$ cat src/rtl/irq_agg_pkg.sv
package irq_agg_pkg;

  localparam int NUM_SRC  = 10;
  localparam int NUM_GRP  = 6;
  localparam int CTRL_W   = 2 + NUM_GRP;
  localparam int GPIO_GRP = 4;
  localparam int LED_LAST = 6;

  typedef struct packed {
    logic [NUM_GRP-1:0] grpEn;
    logic               edgeMode;
    logic               globalEn;
  } irqCtrlT;

  // Group index owning a source position.
  function automatic int grpOf(input int src);
    if (src < GPIO_GRP) return src;
    else if (src <= LED_LAST) return GPIO_GRP;
    else return GPIO_GRP + 1;
  endfunction

endpackage

$ cat src/rtl/irq_agg_ctrl.sv
module irq_agg_ctrl
  import irq_agg_pkg::*;
(
  input  logic              clk,
  input  logic              rstN,
  input  logic              wrEn,
  input  logic [CTRL_W-1:0] wrData,
  output logic [CTRL_W-1:0] ctrlQ,
  output irqCtrlT           ctrlOut
);

  always_ff @(posedge clk) begin
    if (!rstN)     ctrlQ <= '0;
    else if (wrEn) ctrlQ <= wrData;
  end

  assign ctrlOut = irqCtrlT'(ctrlQ);

  assert_ctrl_write_R2: assert property (@(posedge clk) disable iff (!rstN)
    wrEn |=> ctrlQ == $past(wrData));

  assert_ctrl_hold_R2: assert property (@(posedge clk) disable iff (!rstN)
    !wrEn |=> $stable(ctrlQ));

endmodule

$ cat src/rtl/irq_agg_datapath.sv
module irq_agg_datapath
  import irq_agg_pkg::*;
(
  input  logic               clk,
  input  logic               rstN,
  input  logic [NUM_SRC-1:0] srcReq,
  input  irqCtrlT            ctrlIn,
  output logic [NUM_SRC-1:0] statusQ,
  output logic               hostIrq
);

  logic [NUM_SRC-1:0] srcPass;
  logic               combReq;
  logic               combPrev;
  logic               riseSeen;

  always_ff @(posedge clk) begin
    if (!rstN) begin
      statusQ  <= '0;
      combPrev <= 1'b0;
    end else begin
      statusQ  <= srcReq;
      combPrev <= combReq;
    end
  end

  for (genvar i = 0; i < NUM_SRC; i++) begin : g_pass
    assign srcPass[i] = statusQ[i] & ctrlIn.grpEn[grpOf(i)];
  end

  assign combReq  = |srcPass;
  assign riseSeen = combReq & ~combPrev;

  always_comb begin
    if (!ctrlIn.globalEn)     hostIrq = 1'b0;
    else if (ctrlIn.edgeMode) hostIrq = riseSeen;
    else                      hostIrq = combReq;
  end

  assert_status_capture_R3: assert property (@(posedge clk) disable iff (!rstN)
    1'b1 |=> statusQ == $past(srcReq));

  assert_gate_off_R6: assert property (@(posedge clk) disable iff (!rstN)
    !ctrlIn.globalEn |-> !hostIrq);

  assert_needs_source_R5: assert property (@(posedge clk) disable iff (!rstN)
    hostIrq |-> statusQ != '0);

  assert_single_pulse_R8: assert property (@(posedge clk) disable iff (!rstN)
    (hostIrq && ctrlIn.edgeMode) |=> !(hostIrq && ctrlIn.edgeMode));

endmodule

$ cat src/rtl/irq_agg.sv
module irq_agg
  import irq_agg_pkg::*;
(
  input  logic               clk,
  input  logic               rstN,
  input  logic               ctrlWrEn,
  input  logic [CTRL_W-1:0]  ctrlWrData,
  input  logic [NUM_SRC-1:0] srcReq,
  output logic [CTRL_W-1:0]  ctrlRd,
  output logic [NUM_SRC-1:0] statusRd,
  output logic               hostIrq
);

  irqCtrlT ctrlBus;

  irq_agg_ctrl u_ctrl (
    .clk    (clk),
    .rstN   (rstN),
    .wrEn   (ctrlWrEn),
    .wrData (ctrlWrData),
    .ctrlQ  (ctrlRd),
    .ctrlOut(ctrlBus)
  );

  irq_agg_datapath u_dp (
    .clk    (clk),
    .rstN   (rstN),
    .srcReq (srcReq),
    .ctrlIn (ctrlBus),
    .statusQ(statusRd),
    .hostIrq(hostIrq)
  );

  assert_reset_quiet_R1: assert property (@(posedge clk)
    !rstN |=> (ctrlRd == '0 && statusRd == '0 && !hostIrq));

endmodule

$ cat config.mk
export PLATFORM = sky130hd
export DESIGN_NAME = irq_agg
export DESIGN_NICKNAME = d
export VERILOG_FILES = /design/src/rtl/irq_agg_pkg.sv /design/src/rtl/irq_agg_ctrl.sv /design/src/rtl/irq_agg_datapath.sv /design/src/rtl/irq_agg.sv
export SDC_FILE = /design/constraint.sdc
export NUM_CORES = 1
export LEC_CHECK = 0
export ABC_AREA = 1
export BUFFER_PORTS_ARGS = -buffer_cell sky130_fd_sc_hd__buf_2
export CORE_MARGIN = 2
export CORE_UTILIZATION = 43
export DETAILED_ROUTE_END_ITERATION = 10
export MAX_ROUTING_LAYER = met4
export PLACE_DENSITY = 0.8
export SLEW_MARGIN = 30
export SYNTH_ARGS = -nofsm -noshare
export SYNTH_HDL_FRONTEND = slang
export SYNTH_SLANG_ARGS = --single-unit
$ cat constraint.sdc
create_clock -name clk -period 1.35 [get_ports clk]
set_clock_uncertainty 0.1 [all_clocks]
set_input_delay 0.27 -clock clk [delete_from_list [all_inputs] [get_ports clk]]
set_output_delay 0.27 -clock clk [all_outputs]
set_load 0.05 [all_outputs]
==> flow_summary.json, run 1 <==
{
  "status": "finished with violations",
  "violations": "negative setup slack",
  "timing.fmax_mhz": 606.9,
  "ys_ff_latch": 19,
  "cts_made_buffers": 3,
  "io_pins": 40,
  "finalMaxSlewViolations": 0,
  "ant_nets": 0,
  "grt_antenna_before_repair": 0,
  "required_ns": 0.98,
  "initialDrtViolationCount": 5,
  "drive_gt1_share_pct": 53.49,
  "r2r_start": "u_dp.statusQ[3]",
  "total_power_w": 0.001150,
  "syn_area_um2": 661.9,
  "post-route-period-util_pct": 122.1,
  "ctsLongestPathBuffers": 2,
  "clock_latency_ns": 0.29,
  "cts_root_buf": "clkbuf_4",
  "hold_buffers": 0,
  "setup_violations": 1,
  "synthCells": 87,
  "synth_fp_nets": 108,
  "cts_tree": "yes",
  "start_util_pct": 44.98,
  "fin_cells": 145,
  "drc": 0,
  "path_clk_slew_ns": 0.10,
  "hpwl_um": 1044,
  "placed_cells": 141,
  "place.gp.congestion": 0.7044,
  "grt_pass1_vias": 568,
  "irDropWorstVdd_mv": 0.8139,
  "placed_cell_area_um2": 919.6,
  "worstSetupPathType": "reg -> out",
  "worstHoldPathType": "in -> reg",
  "synth_cell_type_count": 10,
  "grt_use_total_pct": 16.50,
  "tns_ns": -0.2978,
  "grt-ovfl-total": 0,
  "cp_max_fo": 2,
  "stdcell_area_um2": 984.7,
  "min_from": "srcReq[8]",
  "yosysWarnings": 0,
  "vias": 640,
  "rows": 14,
  "cap_viol_max_count": 0,
  "viasPerCell": 4.414,
  "die_x_um": 43.24,
  "die-area_um2": 1869,
  "wl_per_cell_um": 9.600,
  "slew_headroom_pct": 81.14,
  "htreeDepth": 1,
  "grt_max_degree": 20,
  "synthToLayoutAreaGrowth_pct": 48.77,
  "pre_cts_ws_ns": -0.07441,
  "layout_min_cycle_time_ns": 1.648,
  "rsz0062_at_grt": "true",
  "cp-end-kind": "primary output",
  "worst_pin_slew_ns": 0.2829,
  "io_buffer_count": 39,
  "crit_path_start": "u_dp.statusQ[3]",
  "cts_sinks": 19,
  "powerDensity_nw_per_um2": 1168,
  "drt-total-wl_um": 1392,
  "fillCellCount": 133,
  "layout.nets": 151,
  "cp-start-kind": "flip-flop",
  "setup_slack_ns": -0.2978,
  "n_antenna_cell": 0,
  "cp.arrival_ns": 1.28,
  "first_pass_iters": 4,
  "ys_seq_area_share_pct": 57.47,
  "hold_violations": 0,
  "grt_pass1_wl_um": 2242,
  "p_leak_nw": 0.5708,
  "syn_area_per_cell_um2": 7.608,
  "die_h_um": 43.24,
  "core-area_um2": 1471
}
## per-layer routing
metal | part of all wire, % | track usage (%) | up-vias
met5 | 0 | - | -
met4 | 2.2 | 7.273 | 0
met3 | 8.1 | 3.830 | 4
met2 | 46 | 24.78 | 27
met1 | 44 | 21.05 | 269
li1 | - | - | 340
## critical path, stage by stage, from the launching register on
cell and delay [ns]:
dfxtp_4 0.35, nand2_2 0.06, nand2_2 0.07, nor2_4 0.11, nand3_2 0.08, nand2_2 0.08
clkinvlp_4 0.08, buf_8 0.15
## logic make-up after synthesis
kind of cell,after synthesis,synth area share [%]
buffers and inverters,17,11.34
DFF,19,57.47
AOI/OAI and AO/OA,9,7.184
and+or+nand+nor,42,24.01
## cell usage after synthesis, drive strengths merged
cell	number	area, um^2
a21boi	1	7.510
buf	2	18.77
dfxtp	19	380.4
inv	15	56.30
nand2	22	82.58
nand3	1	5.000
nor2	19	71.32
o21ai	8	40.04
## worst paths after layout
kind	endpoint	slack, ns	cells past startpoint
setup / recovery	hostIrq	-0.30	7
hold / removal	u_dp.statusQ[8]	0.05	3
setup reg to reg	u_dp.combPrev	0.38	6
hold reg to reg	u_ctrl.ctrlOut[6]	0.43	2
## power by group
part	internal [W]	switching [W]
clock network	0.000115	0.000159
logic	0.0000782	0.000187
registers	0.000590	0.0000204
total	0.000783	0.000367
## area by class of cell
class / count / area (um^2) / share of cell area (%)
multi-input combinational: 51 / 229.0 / 23.25
inverter: 15 / 60.06 / 6.099
tap: 16 / 20.02 / 2.033
sequential: 19 / 430.4 / 43.71
clock buffer: 4 / 26.28 / 2.668
timing repair buffer: 40 / 219.0 / 22.24
## stage by stage
step	hold slack, ns	util, %
finish	0.05221	66.92
CTS	0.04887	65.05
global placement	0.3499	62.50
floorplan	0.2670	-
global route	0.04530	66.92
detailed placement	0.3540	62.50
## cells in the final DEF, fill, tap and decap left out
cell type and n:
o21ai_0 8, inv_2 1, buf_4 1, nand3_2 1, dfxtp_4 11, inv_1 13, nor2_1 18, buf_8 1
dfxtp_1 1, buf_2 37, a21boi_0 1, clkbuf_1 1, nand2_2 4, clkbuf_4 3, dfxtp_2 7, nand2_1 18
buf_6 1, nor2_4 1, clkinvlp_4 1
## state kept, by name (all words and copies together), names as in the netlist
name,cells
u_dp.statusQ,10
u_ctrl.ctrlOut,8
u_dp.combPrev,1
## timing repair
| item | 4_1_cts | 5_1_grt |
|---|---|---|
| endpoints found under the hold margin | 0 | 0 |
| setup endpoints to repair | 2 | 2 |
| buffers inserted | 0 | 0 |
| resized for setup | 4 | 8 |
| pin swaps | 2 | 2 |
Power figures use the tool's default switching activity.
==> run 2: changes to the inputs <==
CORE_UTILIZATION = 46   (was 43)
CTS_BUF_LIST = sky130_fd_sc_hd__clkbuf_4 sky130_fd_sc_hd__clkbuf_8   (was unset)
PLACE_DENSITY = 0.85   (was 0.8)
==> run 2 against run 1 <==
The run still ends with negative setup slack left. Clock power up 8.4%. Sequential share of layout area down 0.17 points. Via count up 5.6%. Sequential power about the same. Count of clock-buffer cells in the layout unchanged. Global-route usage up 2.7 points. Die area down 5.9%. Setup slack worse by 0.0051 ns. Final area up 0.38%. Critical path depth unchanged. Critical path type unchanged.
==> flow_summary.json, run 2 (same netlist as run 1, synthesis figures left out) <==
{
  "crit_path_top_delay_cell": "dfxtp_4",
  "wl_per_cell_um": 11.03,
  "fillCellCount": 102,
  "required_ns": 0.98,
  "path_common_cell": "nand2_2",
  "cp.arrival_ns": 1.28,
  "die_x_um": 41.93,
  "layout.nets": 151,
  "p_leak_nw": 0.5736,
  "ctsLongestPathBuffers": 2,
  "violations": "negative setup slack",
  "cap_viol_max_count": 0,
  "viasPerCell": 4.694,
  "synthToLayoutAreaGrowth_pct": 49.34,
  "io_buffer_count": 39,
  "stdcell_area_um2": 988.4,
  "grt-ovfl-total": 0,
  "first_pass_iters": 4,
  "grt_pass1_vias": 642,
  "worstSetupPathType": "reg -> out",
  "hpwl_um": 1148,
  "worst_pin_slew_ns": 0.3041,
  "cp_max_fo": 2,
  "cts_tree": "yes",
  "largest_register": "u_dp.statusQ",
  "status": "finished with violations",
  "htreeDepth": 1,
  "timing.fmax_mhz": 605.0,
  "cp-start-kind": "flip-flop",
  "crit_chain": "nand2_2 -> nand2_2 -> nor2_2 -> nand3_2 -> nand2_2 -> clkinvlp_4 -> buf_8",
  "finalMaxSlewViolations": 0,
  "powerDensity_nw_per_um2": 1190,
  "grt_use_total_pct": 19.18,
  "holdWs_ns": 0.05537,
  "cp-end-kind": "primary output",
  "drive_gt1_share_pct": 55.81,
  "final_cell_mix": "buf_2 (37), nand2_1 (18), nor2_1 (16)",
  "largest_reg_flops": 10,
  "rsz0062_at_grt": "true",
  "grt_pass1_wl_um": 2587,
  "grt_antenna_before_repair": 0,
  "worstHoldPathType": "in -> reg",
  "drc": 0,
  "cts_sinks": 19,
  "clock_latency_ns": 0.29,
  "crit_path_max_incr_delay_ns": 0.35,
  "final_common_cell": "buf_2",
  "cts_made_buffers": 3,
  "hold_violations": 0,
  "setup_slack_ns": -0.3028,
  "slew_headroom_pct": 79.73,
  "start_util_pct": 50.24,
  "path_clk_slew_ns": 0.11,
  "placed_cell_area_um2": 918.4,
  "core-area_um2": 1318,
  "n_antenna_cell": 0,
  "drt-total-wl_um": 1588,
  "layout_min_cycle_time_ns": 1.653,
  "total_power_w": 0.001176,
  "die_h_um": 41.93,
  "setup_violations": 1,
  "final_core_util_pct": 75.02,
  "die-area_um2": 1758,
  "place.gp.congestion": 0.7828,
  "grt_max_degree": 20,
  "irDropWorstVdd_mv": 0.8328,
  "tns_ns": -0.3028,
  "ant_nets": 0,
  "vias": 676,
  "initialDrtViolationCount": 6,
  "io_pins": 40,
  "rows": 13,
  "cts_root_buf": "clkbuf_4",
  "post-route-period-util_pct": 122.4
}
## run 2: cell counts in the layout (fill, tap and decap cells not counted)
Identical to the previous run, type by type.
## run 2: critical path: cells and delay by family (launching register included)
kind	cells	cell delay (ns)
buffers and inverters	2	0.24
and+or+nand+nor	5	0.41
DFF	1	0.35
## run 2: what timing repair did
action                                  CTS  global route
endpoints found under the hold margin     0             0
hold buffers                              0             0
pin swaps                                 2             7
buffers inserted                          0             0
gates resized for setup                   4             9
endpoints found under the setup margin    2             1
## run 2: cell type report
| class | count | area [um^2] | area share (%) |
|---|---|---|---|
| clock buffer | 4 | 30.03 | 3.038 |
| inverter | 15 | 60.06 | 6.076 |
| multi-input combinational | 51 | 234.0 | 23.67 |
| sequential | 19 | 430.4 | 43.54 |
| tap | 15 | 18.77 | 1.899 |
| timing repair buffer | 40 | 215.2 | 21.77 |
## run 2: through the flow
step	setup WS (ns)	std cells
after floorplan	-0.03670	87
after global placement	-0.04407	140
final	-0.3028	144
after detailed placement	-0.08159	140
after global routing	-0.3736	144
after CTS	-0.3350	144
## run 2: path summary, 6_finish.rpt
kind                                        start           endpoint  slack [ns]  cells after the start
worst min-delay path                    srcReq[9]    u_dp.statusQ[9]        0.06                      3
worst max register to register    u_dp.statusQ[3]      u_dp.combPrev        0.40                      6
worst min register to register  u_ctrl.ctrlOut[0]  u_ctrl.ctrlOut[0]        0.41                      2
worst max-delay path              u_dp.statusQ[3]            hostIrq       -0.30                      7
## run 2: where the power goes
part	internal, W	switching (W)
logic	0.0000774	0.000190
clock network	0.000135	0.000162
registers	0.000590	0.0000218
total	0.000802	0.000374
## run 2: per-layer routing
| metal | part of all wire, % | track usage [%] |
|---|---|---|
| met2 | 54 | 34.06 |
| met3 | 5.9 | 3.043 |
| met4 | 0.76 | 7.742 |
| met1 | 40 | 21.14 |
| met5 | 0 | - |
==> run 3: changes to the inputs <==
ABC_AREA = unset   (was 1)
==> run 3 against run 2 <==
The run still ends with negative setup slack left. Clock power about the same. Count of clock-buffer cells in the layout unchanged. Sequential share of layout area down 0.78 points. Register-to-register slack worse by 0.16 ns. Critical endpoint unchanged. Highest routed layer is now met3.
==> flow_summary.json, run 3 <==
{
  "grt_pass1_wl_um": 1945,
  "largest_reg_flops": 10,
  "synthCells": 55,
  "setup_slack_ns": -0.2784,
  "worstSetupPathType": "reg -> out",
  "wl_per_cell_um": 12.52,
  "cts_tree": "yes",
  "crit_chain": "o31ai_4 -> a41oi_4 -> buf_6",
  "start_util_pct": 49.23,
  "crit_path_top_delay_cell": "dfxtp_2",
  "layout.nets": 121,
  "yosysWarnings": 0,
  "internal_power_w": 0.0008060,
  "path_clk_slew_ns": 0.10,
  "drive_gt1_share_pct": 70.71,
  "status": "finished with violations",
  "grt_pass1_vias": 501,
  "switching_share_pct": 30.50,
  "io_pins": 40,
  "drt-total-wl_um": 1427,
  "hold_buffers": 0,
  "ctsLongestPathBuffers": 2,
  "largest_register": "u_dp.statusQ",
  "synth_top_area_share_pct": 59.38,
  "final_cell_mix": "buf_2 (38), and2_1 (10), dfxtp_4 (9), dfxtp_2 (9)",
  "clock_latency_ns": 0.30,
  "cp.arrival_ns": 1.26,
  "die_h_um": 41.32,
  "place.gp.congestion": 0.7660,
  "power_frac_comb_pct": 20.9,
  "cts_sinks": 19,
  "cp.depth": 3,
  "grt-ovfl-total": 0,
  "irDropWorstVdd_mv": 0.7916,
  "syn_area_per_cell_um2": 11.65,
  "first_pass_iters": 4,
  "grt_max_degree": 12,
  "crit_path_max_incr_delay_ns": 0.35,
  "seqPwrFrac_pct": 53.2,
  "rsz0062_at_grt": "true",
  "crit_family": "compound AO/OA/AOI/OAI gates",
  "final_core_util_pct": 76.44,
  "violations": "negative setup slack",
  "final_common_cell": "buf_2",
  "rows": 13,
  "io_buffer_count": 39,
  "r2r_cells": 3,
  "cts_made_buffers": 3,
  "die-area_um2": 1707,
  "slew_headroom_pct": 80.58,
  "critPathBufInv": 1,
  "vias": 551,
  "core-area_um2": 1301,
  "drc": 0,
  "n_antenna_cell": 0,
  "synthToLayoutAreaGrowth_pct": 55.27,
  "ys_seq_area_share_pct": 59.38,
  "fillCellCount": 79,
  "placed_cell_area_um2": 917.1,
  "grt_use_total_pct": 18.73,
  "ys.flop_type": "dfxtp_1",
  "syn_area_um2": 640.6,
  "die_x_um": 41.32,
  "cp-start-kind": "flip-flop",
  "synth_most_common_cell": "dfxtp_1",
  "cts_root_buf": "clkbuf_4",
  "async_reset_ff_share_pct": 0,
  "p_leak_nw": 0.4795,
  "ant_nets": 0,
  "worst_pin_slew_ns": 0.2910,
  "min_path_cells": 2,
  "finalMaxSlewViolations": 0,
  "required_ns": 0.98,
  "cap_viol_max_count": 0,
  "total_power_w": 0.001160,
  "powerDensity_nw_per_um2": 1166,
  "synth_edf_count": 0,
  "initialDrtViolationCount": 11,
  "synth_top_area_cell": "dfxtp_1",
  "holdWs_ns": 0.06737,
  "cp-end-kind": "primary output",
  "hold_violations": 0,
  "power.switching_w": 0.0003538,
  "cp_max_fo": 2,
  "synth_fp_nets": 76,
  "worstHoldPathType": "in -> reg",
  "ys_top_cells_by_area": "dfxtp_1 (59%), mux2i_1 (13%), and2_1 (9.8%)",
  "stdcell_area_um2": 994.7,
  "timing.fmax_mhz": 614.1,
  "grt_antenna_before_repair": 0,
  "ys_ff_latch": 19,
  "post-route-period-util_pct": 120.6,
  "viasPerCell": 4.833,
  "synth_cell_type_count": 11,
  "clockPowerShare_pct": 25.9,
  "layout_min_cycle_time_ns": 1.628,
  "htreeDepth": 1,
  "ys_top_cells_by_count": "dfxtp_1 (19), and2_1 (10), mux2i_1 (8), nor2_1 (8)",
  "setup_violations": 1
}
-- run 3: logic make-up (layout without fill, tap and decap cells) --
logic type	count (synthesis)	after routing	synth area share (%)
AO/OA/AOI/OAI	7	7	10.55
flip-flops	19	19	59.37
AND/OR/NAND/NOR	18	18	14.45
multiplexers	8	8	12.50
buffers and inverters	3	47	3.124
-- run 3: what timing repair did --
item | CTS | global route
gates resized for setup | 6 | 1
setup endpoints to repair | 1 | 1
buffers inserted | 1 | 0
pin swaps | 1 | 0
endpoints found under the hold margin | 0 | 0
-- run 3: power groups by stage --
stage	combinational, W	clock [W]	sequential, W
2_1_floorplan	0.0000614	0	0.000728
3_3_place_gp	0.000231	0	0.000620
3_5_place_dp	0.000233	0	0.000622
4_1_cts	0.000242	0.000302	0.000616
5_1_grt	0.000256	0.000329	0.000621
6_report	0.000243	0.000300	0.000617
-- run 3: through the flow --
step | TNS [ns] | instances | worst slack [ns]
after CTS | -0.2736 | 114 | -0.2736
after global placement | -0.06353 | 109 | -0.06353
after global routing | -0.3085 | 114 | -0.3085
after detailed placement | -0.07825 | 109 | -0.07825
after floorplan | -0.08348 | 55 | -0.08348
final | -0.2784 | 114 | -0.2784
-- run 3: per-layer routing --
metal  up-vias  global-route usage (%)  wire, um  share of wire, %
met5         -                       -         0                 0
met3         0                   3.191       101               7.1
met1       248                   18.52       586                41
met2        29                   35.94       738                52
met4         0                   7.258         0                 0
li1        274                       -         -                 -
-- run 3: final cells by class --
cell class                      count  area, um^2  area share (%)
Sequential cell                    19       425.4           42.77
Multi-Input combinational cell     33       292.8           29.43
Clock buffer                        4       30.03           3.019
Inverter                            1       3.754          0.3774
Tap cell                           15       18.77           1.887
Timing Repair Buffer               42       224.0           22.52
-- run 3: worst paths after layout --
| path | start | end | slack (ns) |
|---|---|---|---|
| min reg2reg | u_ctrl.ctrlOut[1] | u_ctrl.ctrlOut[1] | 0.42 |
| min | srcReq[8] | u_dp.statusQ[8] | 0.07 |
| max | u_dp.statusQ[9] | hostIrq | -0.28 |
| max reg2reg | u_dp.statusQ[9] | u_dp.combPrev | 0.24 |
